## src/rtl/sertx_pkg.sv

```systemverilog
package sertx_pkg;

    localparam int CHAR_W = 8;

    typedef enum logic [2:0] {
        ST_IDLE,
        ST_START,
        ST_DATA,
        ST_PAR,
        ST_STOP
    } txst_e;

    typedef struct packed {
        logic       sync_mode;
        logic [1:0] baud;
        logic [1:0] len;
        logic       par_en;
        logic       par_odd;
        logic       two_stop;
        logic       two_sync;
    } txcfg_t;

    // number of data bits selected by the length field
    function automatic logic [3:0] char_bits(input logic [1:0] len);
        return 4'd5 + {2'b00, len};
    endfunction

    function automatic logic calc_par(input logic [CHAR_W-1:0] d,
                                      input logic [1:0] len,
                                      input logic odd);
        logic p;
        p = odd;
        for (int i = 0; i < CHAR_W; i++) begin
            if (i < int'(char_bits(len))) p ^= d[i];
        end
        return p;
    endfunction

endpackage

```

## src/rtl/sertx_hold.sv

```systemverilog
module sertx_hold #(
    parameter int W = 8
) (
    input  logic         clk,
    input  logic         rst_n,
    input  logic         wr_en,
    input  logic [W-1:0] wr_data,
    input  logic         take,
    output logic         full,
    output logic [W-1:0] q
);

    always_ff @(posedge clk or negedge rst_n) begin
        if (!rst_n) begin
            full <= 1'b0;
            q    <= '0;
        end else if (take) begin
            full <= 1'b0;
        end else if (wr_en && !full) begin
            full <= 1'b1;
            q    <= wr_data;
        end
    end

endmodule

```

## src/rtl/sertx_bittimer.sv

```systemverilog
module sertx_bittimer #(
    parameter int FAST_DIV = 16,
    parameter int SLOW_DIV = 64
) (
    input  logic       clk,
    input  logic       rst_n,
    input  logic       tick,
    input  logic       restart,
    input  logic       sync_mode,
    input  logic [1:0] baud,
    output logic       bit_end
);

    localparam int CNT_W = $clog2(SLOW_DIV);

    logic [CNT_W-1:0] cnt;
    logic [CNT_W-1:0] last;

    always_comb begin
        if (sync_mode || baud == 2'b00) last = '0;
        else if (baud == 2'b01)         last = CNT_W'(FAST_DIV - 1);
        else                            last = CNT_W'(SLOW_DIV - 1);
    end

    assign bit_end = tick && (cnt == last);

    always_ff @(posedge clk or negedge rst_n) begin
        if (!rst_n)            cnt <= '0;
        else if (restart)      cnt <= '0;
        else if (tick)         cnt <= (cnt == last) ? '0 : cnt + 1'b1;
    end

endmodule

```

## src/rtl/sertx_seq.sv

```systemverilog
module sertx_seq
    import sertx_pkg::*;
(
    input  logic              clk,
    input  logic              rst_n,
    input  logic              go,
    input  txcfg_t            cfg,
    input  logic              hold_full,
    input  logic [CHAR_W-1:0] hold_q,
    input  logic [CHAR_W-1:0] sync_a,
    input  logic [CHAR_W-1:0] sync_b,
    input  logic              bit_end,
    output logic              take,
    output logic              restart,
    output logic              line_bit,
    output logic              host_busy
);

    txst_e             st, st_nx;
    logic [CHAR_W-1:0] sh;
    logic [2:0]        idx;
    logic              pbit;
    logic              stop2;
    logic              sel_b;
    logic              carry_host;
    logic [3:0]        nbits;
    logic              last_data;
    logic              char_done;
    logic              load;
    logic [CHAR_W-1:0] src;

    assign nbits     = char_bits(cfg.len);
    assign last_data = ({1'b0, idx} == (nbits - 4'd1));

    // end of the final bit of the current character
    always_comb begin
        char_done = 1'b0;
        unique case (st)
            ST_DATA:  char_done = bit_end && last_data && !cfg.par_en && cfg.sync_mode;
            ST_PAR:   char_done = bit_end && cfg.sync_mode;
            ST_STOP:  char_done = bit_end && (!cfg.two_stop || stop2);
            default:  char_done = 1'b0;
        endcase
    end

    assign load = ((st == ST_IDLE) && go && (hold_full || cfg.sync_mode)) ||
                  (char_done && cfg.sync_mode && go);
    assign take    = load && hold_full;
    assign restart = load;
    assign src     = hold_full ? hold_q :
                     ((cfg.two_sync && sel_b) ? sync_b : sync_a);

    // next-state logic
    always_comb begin
        st_nx = st;
        unique case (st)
            ST_IDLE: begin
                if (load) st_nx = cfg.sync_mode ? ST_DATA : ST_START;
            end
            ST_START: begin
                if (bit_end) st_nx = ST_DATA;
            end
            ST_DATA: begin
                if (bit_end && last_data) begin
                    if (cfg.par_en)         st_nx = ST_PAR;
                    else if (cfg.sync_mode) st_nx = load ? ST_DATA : ST_IDLE;
                    else                    st_nx = ST_STOP;
                end
            end
            ST_PAR: begin
                if (bit_end) begin
                    if (cfg.sync_mode) st_nx = load ? ST_DATA : ST_IDLE;
                    else               st_nx = ST_STOP;
                end
            end
            ST_STOP: begin
                if (char_done) st_nx = ST_IDLE;
            end
            default: st_nx = ST_IDLE;
        endcase
    end

    // state register
    always_ff @(posedge clk or negedge rst_n) begin
        if (!rst_n) st <= ST_IDLE;
        else        st <= st_nx;
    end

    // shift datapath
    always_ff @(posedge clk or negedge rst_n) begin
        if (!rst_n) begin
            sh         <= '0;
            idx        <= '0;
            pbit       <= 1'b0;
            stop2      <= 1'b0;
            sel_b      <= 1'b0;
            carry_host <= 1'b0;
        end else if (load) begin
            sh         <= src;
            idx        <= '0;
            pbit       <= calc_par(src, cfg.len, cfg.par_odd);
            stop2      <= 1'b0;
            carry_host <= hold_full;
            if (!hold_full) sel_b <= cfg.two_sync & ~sel_b;
        end else begin
            if (bit_end && st == ST_DATA) begin
                sh  <= sh >> 1;
                idx <= idx + 3'd1;
            end
            if (bit_end && st == ST_STOP) stop2 <= 1'b1;
            if (char_done) carry_host <= 1'b0;
        end
    end

    // outputs
    always_comb begin
        line_bit = 1'b1;
        unique case (st)
            ST_IDLE:  line_bit = 1'b1;
            ST_START: line_bit = 1'b0;
            ST_DATA:  line_bit = sh[0];
            ST_PAR:   line_bit = pbit;
            ST_STOP:  line_bit = 1'b1;
            default:  line_bit = 1'b1;
        endcase
    end

    assign host_busy = carry_host;

endmodule

```

## src/rtl/sertx_core.sv

```systemverilog
module sertx_core
    import sertx_pkg::*;
#(
    parameter int FAST_DIV = 16,
    parameter int SLOW_DIV = 64
) (
    input  logic              clk,
    input  logic              rst_n,
    input  logic              tx_tick,
    input  logic              cfg_sync,
    input  logic [1:0]        cfg_baud,
    input  logic [1:0]        cfg_len,
    input  logic              cfg_par_en,
    input  logic              cfg_par_odd,
    input  logic              cfg_two_stop,
    input  logic              cfg_two_sync,
    input  logic [CHAR_W-1:0] sync_a,
    input  logic [CHAR_W-1:0] sync_b,
    input  logic              cmd_txen,
    input  logic              cmd_break,
    input  logic              cts_n,
    input  logic              wr_en,
    input  logic [CHAR_W-1:0] wr_data,
    output logic              txd,
    output logic              txrdy_stat,
    output logic              txrdy_pin,
    output logic              txempty
);

    txcfg_t            cfg;
    logic              go;
    logic              hold_full;
    logic [CHAR_W-1:0] hold_q;
    logic              take;
    logic              restart;
    logic              bit_end;
    logic              line_bit;
    logic              host_busy;

    assign cfg = '{sync_mode: cfg_sync, baud: cfg_baud, len: cfg_len,
                   par_en: cfg_par_en, par_odd: cfg_par_odd,
                   two_stop: cfg_two_stop, two_sync: cfg_two_sync};
    assign go  = cmd_txen && !cts_n;

    sertx_hold #(.W(CHAR_W)) u_hold (
        .clk     (clk),
        .rst_n   (rst_n),
        .wr_en   (wr_en),
        .wr_data (wr_data),
        .take    (take),
        .full    (hold_full),
        .q       (hold_q)
    );

    sertx_bittimer #(.FAST_DIV(FAST_DIV), .SLOW_DIV(SLOW_DIV)) u_timer (
        .clk       (clk),
        .rst_n     (rst_n),
        .tick      (tx_tick),
        .restart   (restart),
        .sync_mode (cfg_sync),
        .baud      (cfg_baud),
        .bit_end   (bit_end)
    );

    sertx_seq u_seq (
        .clk       (clk),
        .rst_n     (rst_n),
        .go        (go),
        .cfg       (cfg),
        .hold_full (hold_full),
        .hold_q    (hold_q),
        .sync_a    (sync_a),
        .sync_b    (sync_b),
        .bit_end   (bit_end),
        .take      (take),
        .restart   (restart),
        .line_bit  (line_bit),
        .host_busy (host_busy)
    );

    assign txd        = cmd_break ? 1'b0 : line_bit;
    assign txrdy_stat = !hold_full;
    assign txrdy_pin  = !hold_full && go;
    assign txempty    = !hold_full && !host_busy;

endmodule

```

## config.mk

```make
export PLATFORM = sky130hd
export DESIGN_NAME = sertx_core
export DESIGN_NICKNAME = d
export VERILOG_FILES = /design/src/rtl/sertx_pkg.sv /design/src/rtl/sertx_hold.sv /design/src/rtl/sertx_bittimer.sv /design/src/rtl/sertx_seq.sv /design/src/rtl/sertx_core.sv
export SDC_FILE = /design/constraint.sdc
export NUM_CORES = 1
export LEC_CHECK = 0
export BUFFER_PORTS_ARGS = -buffer_cell sky130_fd_sc_hd__buf_2
export CAP_MARGIN = 10
export CORE_AREA = 3 3 70 72
export CTS_CLUSTER_DIAMETER = 30
export DETAILED_ROUTE_END_ITERATION = 7
export DIE_AREA = 0 0 73 75
export GPL_ROUTABILITY_DRIVEN = 0
export PLACE_DENSITY = 0.84
export SETUP_SLACK_MARGIN = 0.05
export SLEW_MARGIN = 20
export SYNTH_ARGS = -nofsm -noshare
export SYNTH_HDL_FRONTEND = slang
export SYNTH_SLANG_ARGS = --single-unit
export TNS_END_PERCENT = 50
```

## constraint.sdc

```tcl
create_clock -name clk -period 2.4 [get_ports clk]
set_clock_uncertainty 0.2 [all_clocks]
set_input_delay 0.48 -clock clk [delete_from_list [all_inputs] [get_ports clk]]
set_output_delay 0.48 -clock clk [all_outputs]
set_load 0.03 [all_outputs]
```

# Word-level counts from Yosys, hierarchy flattened
# Index checks and enable logic that the tools add are counted.
# totals
reg_bits,33
inputBits,40
out_inout_bits,4
elab_cells,128
# op_classes
add_sub_neg,4
order_cmp,8
eq_ne,12
mux,45
bitwise,12
reduce_logical,37
# ops
cell,count
8-bit two-way mux,4
6-bit two-way mux,5
3-bit two-way mux,9
1-bit two-way mux,22
1-bit logical AND,18
3-bit by 4-bit less-than comparator with 1-bit output (first input constant),4
3-bit one-hot mux with 5 select lines,1
2-bit by 1-bit inequality test with 1-bit output (second input constant),5
2-bit nonzero test,5
1-bit by 4-bit less-than comparator with 1-bit output (first input constant),2
2-bit by 4-bit less-than comparator with 1-bit output (first input constant),2
1-bit bitwise XOR,8
6-bit by 1-bit adder with 6-bit output (second input constant),1
3-bit by 2-bit == test with 1-bit output (second input constant),2
6-bit == test,1
1-bit one-hot mux with 3 select lines,2
1-bit logical NOT,5
5-bit AND reduction,1
3-bit by 2-bit adder with 4-bit output (first input constant),1
3-bit by 4-bit == test with 1-bit output,1
1-bit logical OR,4
2-bit two-way mux,2
2-bit AND reduction,2
4-bit by 1-bit subtractor with 4-bit output (second input constant),1
8 further kinds,10

# Logic depth before layout (Yosys ltp)
# Gate-level depths: netlist of the first run.
# logic_depth
ltp_word,33
ltp_mapped,8
mapped_depth_nobuf,6

# By module
# A second synthesis of the first run with hierarchy kept.
# unflattened
cells_unflattened,222
area_unflattened_um2,2149.6
# modules_own_cells
module,n_inst,cells_per_inst,area_per_inst_um2,seq_area_each_um2
sertx_seq,1,156,1368.8,450.4
sertx_bittimer,1,41,406.6,150.1
sertx_hold,1,20,341.6,225.2
sertx_core,1,5,32.5,0.0

# Worst setup path after synthesis of the first run
# Ideal clock, no wire load.
# synth_timing
path_type,reg-to-reg
from,reg u_timer.cnt[0]
to,reg u_seq.sel_b
setup_time_ns,0.128
arrival_time_ns,2.160
required_time_ns,2.072
setup_slack_ns,-0.088
path_stages_with_launch,7
path_buffers,0
period_less_slack_ns,2.488
cell_sequence,dfrtp_1 or4_4 mux2i_4 o2111ai_4 or2_1 a211oi_2 mux2_1
# synth_between
elab_chain_len,10
elab_cells_between_ends,12
classes_between,1 x eq/ne; 1 x mux; 10 x reduce/logical
# synth_rtl
item,line_no,rtl
from (decl),sertx_bittimer.sv:16,logic [CNT_W-1:0] cnt;
from (signal assigned),sertx_bittimer.sv:30,else if (tick) cnt <= (cnt == last) ? '0 : cnt + 1'b1;
6-bit == test *,sertx_bittimer.sv:25,assign bit_end = tick && (cnt == last);
1-bit logical AND *,sertx_bittimer.sv:25,
1-bit logical AND (3 in series),sertx_seq.sv:39,ST_DATA: char_done = bit_end && last_data && !cfg.par_en && cfg.sync_mode;
1-bit one-hot mux with 3 select lines *,sertx_seq.sv:38,unique case (st)
1-bit logical AND * (2 in series),sertx_seq.sv:47,(char_done && cfg.sync_mode && go);
1-bit logical OR *,sertx_seq.sv:46,assign load = ((st == ST_IDLE) && go && (hold_full || cfg.sync_mode)) ||
2-bit AND reduction (no line) *,n/a,
to (signal assigned),sertx_seq.sv:104,if (!hold_full) sel_b <= cfg.two_sync & ~sel_b;
to (decl),sertx_seq.sv:24,logic sel_b;
# Every way passes the cells marked *; elsewhere a longest branch is shown, timed or not.
# A chain may end at the register's enable or synchronous reset.

# Final worst setup path of the first run
# layout_timing
from,reg u_timer.cnt[3]
to,reg u_seq.sel_b
# The elaborated chain is that of the path after synthesis.

==> out/metrics.csv, run 1 <==
metric,value,unit
status,finished with violations,
violations,setup timing,
dr.pass1.iters,4,
hpwlAfterDp,3830,µm
drive_above_1_share,38.60,%
arrival,2.43,ns
cts_sinks,33,
clock_latency,0.29,ns
path_clk_slew,0.07,ns
synthAdderAreaFrac,1.174,%
layout_min_cycle_time,2.452,ns
io_buffers,43,
dpl_cell_area,2571,µm²
synth_xor_area_share,5.164,%
placementRows,24,
maxSlewHeadroom,51.45,%
worst_hold_slack,0.04499,ns
synth.cells.most_frequent,"33 x dfrtp_1, 19 x nor2_1, 15 x mux2i_1",
finalSetupViolCount,2,
synth_nets,253,
cts_root_buffer,clkbuf_8,
tightest_slew,0.7283,ns
setup_ws,-0.05170,ns
numCtsBuffers,5,
synth_most_common_cell,dfrtp_1,
finalCritPeriodShare,102.2,%
placeableCoreArea,4354,µm²
die_h,75,µm
antenna_found_initial,0,
grtUsageTotal,19.74,%
grt_max_degree,34,
seq_area_frac_synth,38.73,%
routed_wl,5360,µm
dieArea,5475,µm²
yosysWarningCount,0,
synth-simple-area-share,20.66,%
startpoint,u_timer.cnt[3],
clk_path_buf_depth,2,
rr_startpoint,u_timer.cnt[3],
synthCells,211,
final_cell_area,2810,µm²
fmax,407.9,MHz
grt_pass1_vias,1851,
fp.dieW,73,µm
path_class,flop to flop,
drc,0,
synth_compound_area_share,18.19,%
synth_edf_count,0,
peakVddDrop,0.5729,mV
gr-total-overflow,0,
synthArstFlopShare,100.0,%
synth_cell_types,61,
grt_setup_unrepaired,true,
holdBufCountCts,0,
power-per-cell-area,1179,nW/µm²
synth_seq_cells,33,
synth.avg_cell_area,10.10,µm²
hold_violations,0,
cts_tree,done,
drt_iter0_drc,138,
initial_core_util,48.97,%
synth_flop_cell,dfrtp_1,
synth_mux_area_share,12.85,%
path_max_fanout,5,
leakage,1.316,nW
io_pins,44,
grt_first_pass_wirelength,8390,µm
required,2.38,ns
n_antenna_cell,0,
startpoint_type,flop,
routed_via_density,5.754,
syn-cell-area,2132,µm²
postRouteAntennaNets,0,
synth_top_family_by_area,simple AND/OR/NAND/NOR gates,
ys_top_cells_by_area,"dfrtp_1 39%, mux2i_1 7.0%, mux2_2 4.2%",
vias,1939,
finalMaxSlewViolations,0,
final_util,64.54,%
htree_levels,2,
synth_top_cell_area_share,38.73,%
wl_per_cell,15.91,µm
drv_cap,0,
fin_nets,326,
synth.largest_area_cell,dfrtp_1,
hold_class,input port to async pin,
cp-end-kind,flop,
areaGrowthSynthToFinish,31.81,%
## worst max-delay path: stages (launching register included)
cell and delay, ns:
dfrtp_1 0.38, or4_4 0.54, mux2i_4 0.19, o2111ai_4 0.19, or2_4 0.29, a211oi_2 0.20, mux2_1 0.35
## path summary, 6_finish.rpt
path | to | slack [ns] | depth (start not counted)
min in group clk | u_hold.q[3] | 0.22 | 2
max in group asynchronous | u_timer.cnt[1] | 1.48 | 1
min reg2reg | u_hold.q[1] | 0.30 | 1
min | u_seq.st[1] | 0.04 | 1
max | u_seq.sel_b | -0.05 | 6
max reg2reg | u_seq.sel_b | -0.05 | 6
## final cells by class
type,count,area [µm²]
clock buffer,7,96.34
clock inverter,1,5.005
fill,330,1544
timing repair buffer,79,508.0
inverter,2,7.507
multi-input combinational,163,1303
tap,52,65.06
sequential,33,825.8
## stage by stage
| stage | power, mW | setup slack (ns) | cells | TNS [ns] |
|---|---|---|---|---|
| floorplan | 2.143 | -0.04961 | 211 | -0.04961 |
| CTS | 3.191 | -0.03499 | 332 | -0.03499 |
| detailed placement | 2.691 | -0.1498 | 322 | -0.3960 |
| global placement | 2.624 | -0.07073 | 322 | -0.08204 |
| global route | 3.543 | -0.1000 | 337 | -0.7118 |
| finish | 3.315 | -0.05170 | 337 | -0.05192 |
## per-layer routing
| layer | share of wire, % | wire length, µm | vias to the layer above | track usage, % |
|---|---|---|---|---|
| li1 | - | - | 930 | - |
| met1 | 42 | 2259 | 933 | 25.90 |
| met2 | 50 | 2703 | 63 | 31.48 |
| met3 | 5.4 | 287 | 13 | 4.272 |
| met4 | 2.1 | 110 | 0 | 8.607 |
| met5 | 0 | 0 | - | 0 |
## power by group
| part | internal [mW] | switching [mW] |
|---|---|---|
| Combinational | 1.00 | 0.855 |
| Clock | 0.259 | 0.202 |
| Sequential | 0.791 | 0.207 |
## cell usage in the layout, fill, tap and decap left out, types with 4 or more instances in the layout
| cell | n |
|---|---|
| buf_2 | 43 |
| and4b_1 | 5 |
| mux2i_1 | 15 |
| a311oi_1 | 4 |
| dfrtp_1 | 33 |
| buf_6 | 6 |
| nand2_1 | 12 |
| nand2b_1 | 7 |
| nand3b_1 | 4 |
| buf_4 | 30 |
| clkbuf_8 | 7 |
| and2_1 | 5 |
| nor2_1 | 19 |
| xor2_1 | 4 |
| xnor2_1 | 6 |
| a21oi_1 | 6 |
| mux2_2 | 8 |
## timing repair
item	4_1_cts	5_1_grt
buffers inserted	2	5
gates resized for setup	2	13
endpoints found under the setup margin	9	24
pin swaps	3	6
## kinds of logic after synthesis
group | count (synthesis)
AO/OA/AOI/OAI | 49
XOR/XNOR | 11
adder cells (fa/ha/maj) | 2
buffers and inverters | 15
flip-flops | 33
multiplexers | 25
AND/OR/NAND/NOR | 76
## flip-flops by register name (all words and copies together), names as in the netlist
register / flops
u_seq.idx: 3
u_seq.sel_b: 1
u_seq.pbit: 1
u_seq.st: 3
u_seq.host_busy: 1
u_hold.full: 1
u_seq.stop2: 1
u_timer.cnt: 6
u_hold.q: 8
u_seq.sh: 8
No activity file was read; power rests on OpenSTA's default activity.
==> run 2, diff against run 1 <==
--- a/config.mk
+++ b/config.mk
@@ -5,12 +5,13 @@
 export SDC_FILE = /design/constraint.sdc
 export NUM_CORES = 1
 export LEC_CHECK = 0
+export ABC_AREA = 1
 export BUFFER_PORTS_ARGS = -buffer_cell sky130_fd_sc_hd__buf_2
 export CAP_MARGIN = 10
-export CORE_AREA = 3 3 70 72
+export CORE_AREA = 3 3 71 73
 export CTS_CLUSTER_DIAMETER = 30
 export DETAILED_ROUTE_END_ITERATION = 7
-export DIE_AREA = 0 0 73 75
+export DIE_AREA = 0 0 74 76
 export GPL_ROUTABILITY_DRIVEN = 0
 export PLACE_DENSITY = 0.84
 export SETUP_SLACK_MARGIN = 0.05
==> run 2 against run 1 <==
The flow now finishes without violations. Sequential power decreased by 3.8%. Clock power shrank 14%. Critical path type unchanged. Setup slack gained 0.40 ns. Power down 19%.
==> out/metrics.csv, run 2 <==
metric,value,unit,change
status,finished clean,,was finished with violations
synth.largest_area_cell,dfrtp_1,,unchanged
fin_nets,410,,was 326
gr-total-overflow,0,,unchanged
drc,0,,unchanged
path_max_fanout,11,,was 5
cts_sinks,33,,unchanged
power-per-cell-area,1069,nW/µm²,was 1179 nW/µm²
synth.cells.most_frequent,"103 x nand2_1, 55 x nand3_1, 38 x inv_1",,"was 33 x dfrtp_1, 19 x nor2_1, 15 x mux2i_1"
maxSlewHeadroom,51.69,%,was 51.45%
initial_core_util,49.40,%,was 48.97%
dieArea,5624,µm²,was 5475 µm²
leakage,1.418,nW,was 1.316 nW
yosysWarningCount,0,,unchanged
routed_wl,4670,µm,was 5360 µm
multi_input_area,1134,µm²,was 1303 µm²
fmax,487.0,MHz,was 407.9 MHz
required,2.38,ns,about the same
grt_first_pass_wirelength,8376,µm,was 8390 µm
drive_above_1_share,19.24,%,was 38.60%
n_antenna_cell,0,,unchanged
path_class,flop to flop,,unchanged
layout_common_cells,"103 x nand2_1, 55 x nand3_1, 43 x buf_2",,"was 43 x buf_2, 33 x dfrtp_1, 30 x buf_4"
nFillCells,402,,was 330
synth_cell_types,29,,was 61
path_clk_slew,0.07,ns,about the same
ys_top_cells_by_area,"dfrtp_1 38%, nand2_1 18%, nand3_1 13%",,"was dfrtp_1 39%, mux2i_1 7.0%, mux2_2 4.2%"
synth_flop_cell,dfrtp_1,,unchanged
hpwlAfterDp,3687,µm,was 3830 µm
drv_cap,0,,unchanged
postRouteAntennaNets,0,,unchanged
io_pins,44,,unchanged
cp_slowest_stage_delay,0.57,ns,was 0.54 ns
tightest_slew,0.7246,ns,was 0.7283 ns
synthArstFlopShare,100.0,%,unchanged
synth_most_common_cell,nand2_1,,was dfrtp_1
seq_area,825.8,µm²,unchanged
io_buffers,43,,unchanged
numCtsBuffers,5,,unchanged
routed_via_density,5.154,,was 5.754
syn-cell-area,2181,µm²,was 2132 µm²
areaGrowthSynthToFinish,15.49,%,was 31.81%
cp-end-kind,flop,,unchanged
layout_min_cycle_time,2.054,ns,was 2.452 ns
die_h,76,µm,was 75 µm
placementRows,24,,unchanged
cts_tree,done,,unchanged
fin_tns_setup,0,ns,was -0.05192 ns
rr_startpoint,u_seq.sel_b,,was u_timer.cnt[3]
grt_setup_unrepaired,false,,was true
holdBufCountCts,0,,unchanged
vias,2170,,was 1939
grt_max_degree,34,,unchanged
clock_latency,0.28,ns,was 0.29 ns
slowest_stage,dfrtp_1,,was or4_4
fp.dieW,74,µm,was 73 µm
synth_edf_count,0,,unchanged
cpLargestDelayFamily,simple AND/OR/NAND/NOR gates,,unchanged
grtUsageTotal,18.33,%,was 19.74%
ctsResizeCount,0,,was 2
post_cts_buffers,0,,was 2
r2r_cells,11,,was 6
drt_iter0_drc,73,,was 138
final_cell_area,2519,µm²,was 2810 µm²
top_regs,"u_hold.q (8), u_seq.sh (8), u_timer.cnt (6)",,unchanged
cts_root_buffer,clkbuf_8,,unchanged
setup_ws,0.3465,ns,was -0.05170 ns
finalCritPeriodShare,85.56,%,was 102.2%
dr.pass1.iters,4,,unchanged
arrival,2.03,ns,was 2.43 ns
crit_chain,"nand2_2, o21ai_0, nand2_1, o21ai_1, inv_1, nand2_1, nand3_1, inv_1, nand3_1, nand3_1, nand2_1",,"was or4_4, mux2i_4, o2111ai_4, or2_4, a211oi_2, mux2_1"
hold_violations,0,,unchanged
pre_cts_slack,0.2351,ns,was -0.1498 ns
peakVddDrop,0.5203,mV,was 0.5729 mV
critPathCapture,u_seq.pbit,,was u_seq.sel_b
grt_pass1_vias,2035,,was 1851
synth_top_cell_area_share,37.87,%,was 38.73%
dpl_cell_area,2436,µm²,was 2571 µm²
worst-path-stages,11,,was 6
r2r_end,u_seq.pbit,,was u_seq.sel_b
finalSetupViolCount,0,,was 2
r2r_slack,0.35,ns,was -0.05 ns
synth_nets,365,,was 253
startpoint,u_seq.sel_b,,was u_timer.cnt[3]
clk_path_buf_depth,2,,unchanged
cp_num_buf_inv,2,,was 0
startpoint_type,flop,,unchanged
hold_class,input port to async pin,,unchanged
synthCells,323,,was 211
antenna_found_initial,0,,unchanged
final_common_cell,nand2_1,,was buf_2
seq_area_frac_synth,37.87,%,was 38.73%
synth.avg_cell_area,6.752,µm²,was 10.10 µm²
placeableCoreArea,4414,µm²,was 4354 µm²
htree_levels,2,,unchanged
synth_seq_cells,33,,unchanged
wl_per_cell,11.09,µm,was 15.91 µm
finalMaxSlewViolations,0,,unchanged
## run 2: worst min-delay path by stage
stage,slack [ns],start,depth (start not counted),end
2_1_floorplan,-0.02,rst_n,0,u_hold.full
3_3_place_gp,0.27,u_seq.stop2,1,u_seq.stop2
3_5_place_dp,0.28,u_seq.stop2,1,u_seq.stop2
4_1_cts,0.07,rst_n,1,u_seq.st[0]
5_1_grt,0.10,rst_n,1,u_seq.st[2]
6_report,0.05,rst_n,1,u_seq.st[0]
## run 2: routing by layer
metal  GRT usage [%]  vias up  routed length (µm)  part of all wire (%)
met2           30.67       64                2240                    48
met4           6.703        0                  56                   1.2
met1           23.11      990                2067                    44
met5               0        -                   0                     0
met3           3.298        7                 306                   6.6
li1                -     1109                   -                     -
## run 2: cells by family after synthesis
| group | synth area share, % |
|---|---|
| AOI/OAI and AO/OA | 6.713 |
| xor gates and xnor gates | 2.811 |
| adders and majority gates | 1.147 |
| buffers and inverters | 10.15 |
| DFF | 37.87 |
| muxes | 0.5163 |
| and+or+nand+nor | 40.79 |
## run 2: cell type report
class / count / area share [%]
clock inverters: 2 / 0.3974
repair buffers: 47 / 9.737
multi-input cells: 238 / 45.01
inverters: 43 / 6.607
flip-flops and latches: 33 / 32.79
clock buffers: 6 / 2.881
well taps: 52 / 2.583
## run 2: report_power, final
part	internal (mW)	switching, mW
Sequential	0.789	0.170
Clock	0.201	0.195
Combinational	0.494	0.845
## run 2: worst reg2reg max path, cell delays in order (launching register included)
cell	delay (ns)
dfrtp_1	0.57
nand2_2	0.22
o21ai_0	0.21
nand2_1	0.07
o21ai_1	0.14
inv_1	0.06
nand2_1	0.06
nand3_1	0.11
inv_1	0.08
nand3_1	0.08
nand3_1	0.09
nand2_1	0.05
## run 2: metrics by stage
stage               instances  util [%]  total power, mW  hold WS [ns]
floorplan                 323         -            2.000      -0.01559
global placement          413     55.19            2.249        0.2689
detailed placement        413     55.19            2.301        0.2803
CTS                       421     57.06            2.708       0.07226
global route              421     57.06            2.973        0.1022
finish                    421     57.06            2.693       0.05035
==> run 3, diff against run 2 <==
--- a/config.mk
+++ b/config.mk
@@ -14,6 +14,7 @@
 export DIE_AREA = 0 0 74 76
 export GPL_ROUTABILITY_DRIVEN = 0
 export PLACE_DENSITY = 0.84
+export RECOVER_POWER = 25
 export SETUP_SLACK_MARGIN = 0.05
 export SLEW_MARGIN = 20
 export SYNTH_ARGS = -nofsm -noshare
==> run 3 against run 2 <==
The flow now finishes with violations (capacitance limit, slew limit). Via count unchanged. Global-route usage did not move. First-iteration DRC count unchanged. Die area did not move. Cell area about the same. Clock-buffer cell count unchanged. Worst hold slack improved by 0.18 ns. Sequential share of layout area barely moved. Combinational power hardly changed. Maximum frequency is the same. Register-to-register slack hardly changed. Core utilization about the same. Critical path type unchanged.
==> out/metrics.csv, run 3 (same netlist as run 2, synthesis figures left out) <==
metric,value,unit,change
status,finished with violations,,was finished clean
violations,"capacitance limit, slew limit",,
grt_max_degree,34,,unchanged
cp-end-kind,flop,,unchanged
clk_path_buf_depth,2,,unchanged
finalSetupViolCount,0,,unchanged
path_max_fanout,11,,unchanged
grt_first_pass_wirelength,8376,µm,unchanged
ctsResizeCount,0,,unchanged
dieArea,5624,µm²,unchanged
placeableCoreArea,4414,µm²,unchanged
routed_wl,4668,µm,was 4670 µm
hold_class,input port to flop,,was input port to async pin
holdBufCountCts,0,,unchanged
final_common_cell,nand2_1,,unchanged
fin_cells,421,,unchanged
hpwlAfterDp,3687,µm,unchanged
worst_hold_slack,0.2287,ns,was 0.05035 ns
multi_input_area,1134,µm²,unchanged
leakage,1.415,nW,was 1.418 nW
tightest_slew,1.739,ns,was 0.7246 ns
layout_min_cycle_time,2.054,ns,unchanged
antenna_found_initial,0,,unchanged
arrival,2.03,ns,about the same
path_clk_slew,0.07,ns,about the same
drt_iter0_drc,73,,unchanged
dr.pass1.iters,4,,unchanged
top_regs,"u_hold.q (8), u_seq.sh (8), u_timer.cnt (6)",,unchanged
fmax,487.0,MHz,unchanged
areaGrowthSynthToFinish,15.43,%,was 15.49%
io_buffers,43,,unchanged
r2r_cells,11,,unchanged
required,2.38,ns,about the same
fin_tns_setup,0,ns,unchanged
drv_cap,1,,was 0
postRouteAntennaNets,0,,unchanged
hold_violations,0,,unchanged
cts_tree,done,,unchanged
seq_area,825.8,µm²,unchanged
path_class,flop to flop,,unchanged
fp.dieW,74,µm,unchanged
wl_per_cell,11.09,µm,about the same
layout_common_cells,"103 x nand2_1, 55 x nand3_1, 42 x buf_2",,"was 103 x nand2_1, 55 x nand3_1, 43 x buf_2"
clock_latency,0.28,ns,about the same
cts_root_buffer,clkbuf_8,,unchanged
routed_via_density,5.154,,unchanged
n_antenna_cell,0,,unchanged
io_pins,44,,unchanged
vias,2170,,unchanged
fin_nets,410,,unchanged
drc,0,,unchanged
grtUsageTotal,18.33,%,unchanged
finalMaxSlewViolations,34,,was 0
numCtsBuffers,5,,unchanged
hold_path_depth,2,,
grt_pass1_vias,2035,,unchanged
htree_levels,2,,unchanged
dp_cells,413,,unchanged
peakVddDrop,0.5202,mV,was 0.5203 mV
drive_above_1_share,18.97,%,was 19.24%
maxSlewHeadroom,-15.92,%,was 51.69%
die_h,76,µm,unchanged
placementRows,24,,unchanged
post_cts_buffers,0,,unchanged
cts_sinks,33,,unchanged
initial_core_util,49.40,%,unchanged
gr-total-overflow,0,,unchanged
nFillCells,402,,unchanged
grt_setup_unrepaired,false,,unchanged
finalCritPeriodShare,85.56,%,unchanged
startpoint_type,flop,,unchanged
power-per-cell-area,1070,nW/µm²,was 1069 nW/µm²
run 3: cell count changes in the layout (fill, tap and decap cells not counted):
cell	previous run	this run
buf_2	43	42
clkbuf_1	1	2
run 3: path summary, 6_finish.rpt:
path                                  start          end  slack [ns]
worst min-delay path             wr_data[7]  u_hold.q[7]        0.23
worst min register to register  u_seq.stop2  u_seq.stop2        0.29
worst max register to register  u_seq.sel_b   u_seq.pbit        0.35
max in group asynchronous             rst_n  u_seq.sh[7]        0.55
min in group asynchronous             rst_n  u_seq.st[0]        0.45
worst max-delay path            u_seq.sel_b   u_seq.pbit        0.35
run 3: worst max-delay path: stages (launching register included):
cell and delay, ns:
dfrtp_1 0.57, nand2_2 0.22, o21ai_0 0.21, nand2_1 0.07
o21ai_1 0.14, inv_1 0.06, nand2_1 0.06, nand3_1 0.11
inv_1 0.08, nand3_1 0.08, nand3_1 0.09, nand2_1 0.05
run 3: layout make-up:
type / instances / share of cell area [%]
multi-input cells: 238 / 45.03
clock buffers: 6 / 2.883
flip-flops and latches: 33 / 32.80
clock inverters: 2 / 0.3976
well taps: 52 / 2.584
repair buffers: 47 / 9.692
inverters: 43 / 6.610
run 3: routing by layer:
metal,part of all wire [%],GRT usage [%],up-vias
li1,-,-,1109
met1,44,23.11,990
met4,1.2,6.703,0
met2,48,30.67,64
met5,0,0,-
met3,6.5,3.298,7
run 3: per-stage QoR:
stage / total power, mW / cell area [µm²] / utilization (%) / setup slack [ns]
global placement: 2.249 / 2436 / 55.19 / 0.2989
detailed placement: 2.301 / 2436 / 55.19 / 0.2351
CTS: 2.708 / 2519 / 57.06 / 0.3645
floorplan: 2.000 / 2181 / - / 0.5356
finish: 2.693 / 2517 / 57.03 / 0.3465
global route: 2.973 / 2517 / 57.03 / 0.06123
run 3: report_power, final:
part	internal, mW	switching, mW	total (mW)
sequential	0.789	0.170	0.959
clock	0.201	0.195	0.395
combinational	0.493	0.845	1.34
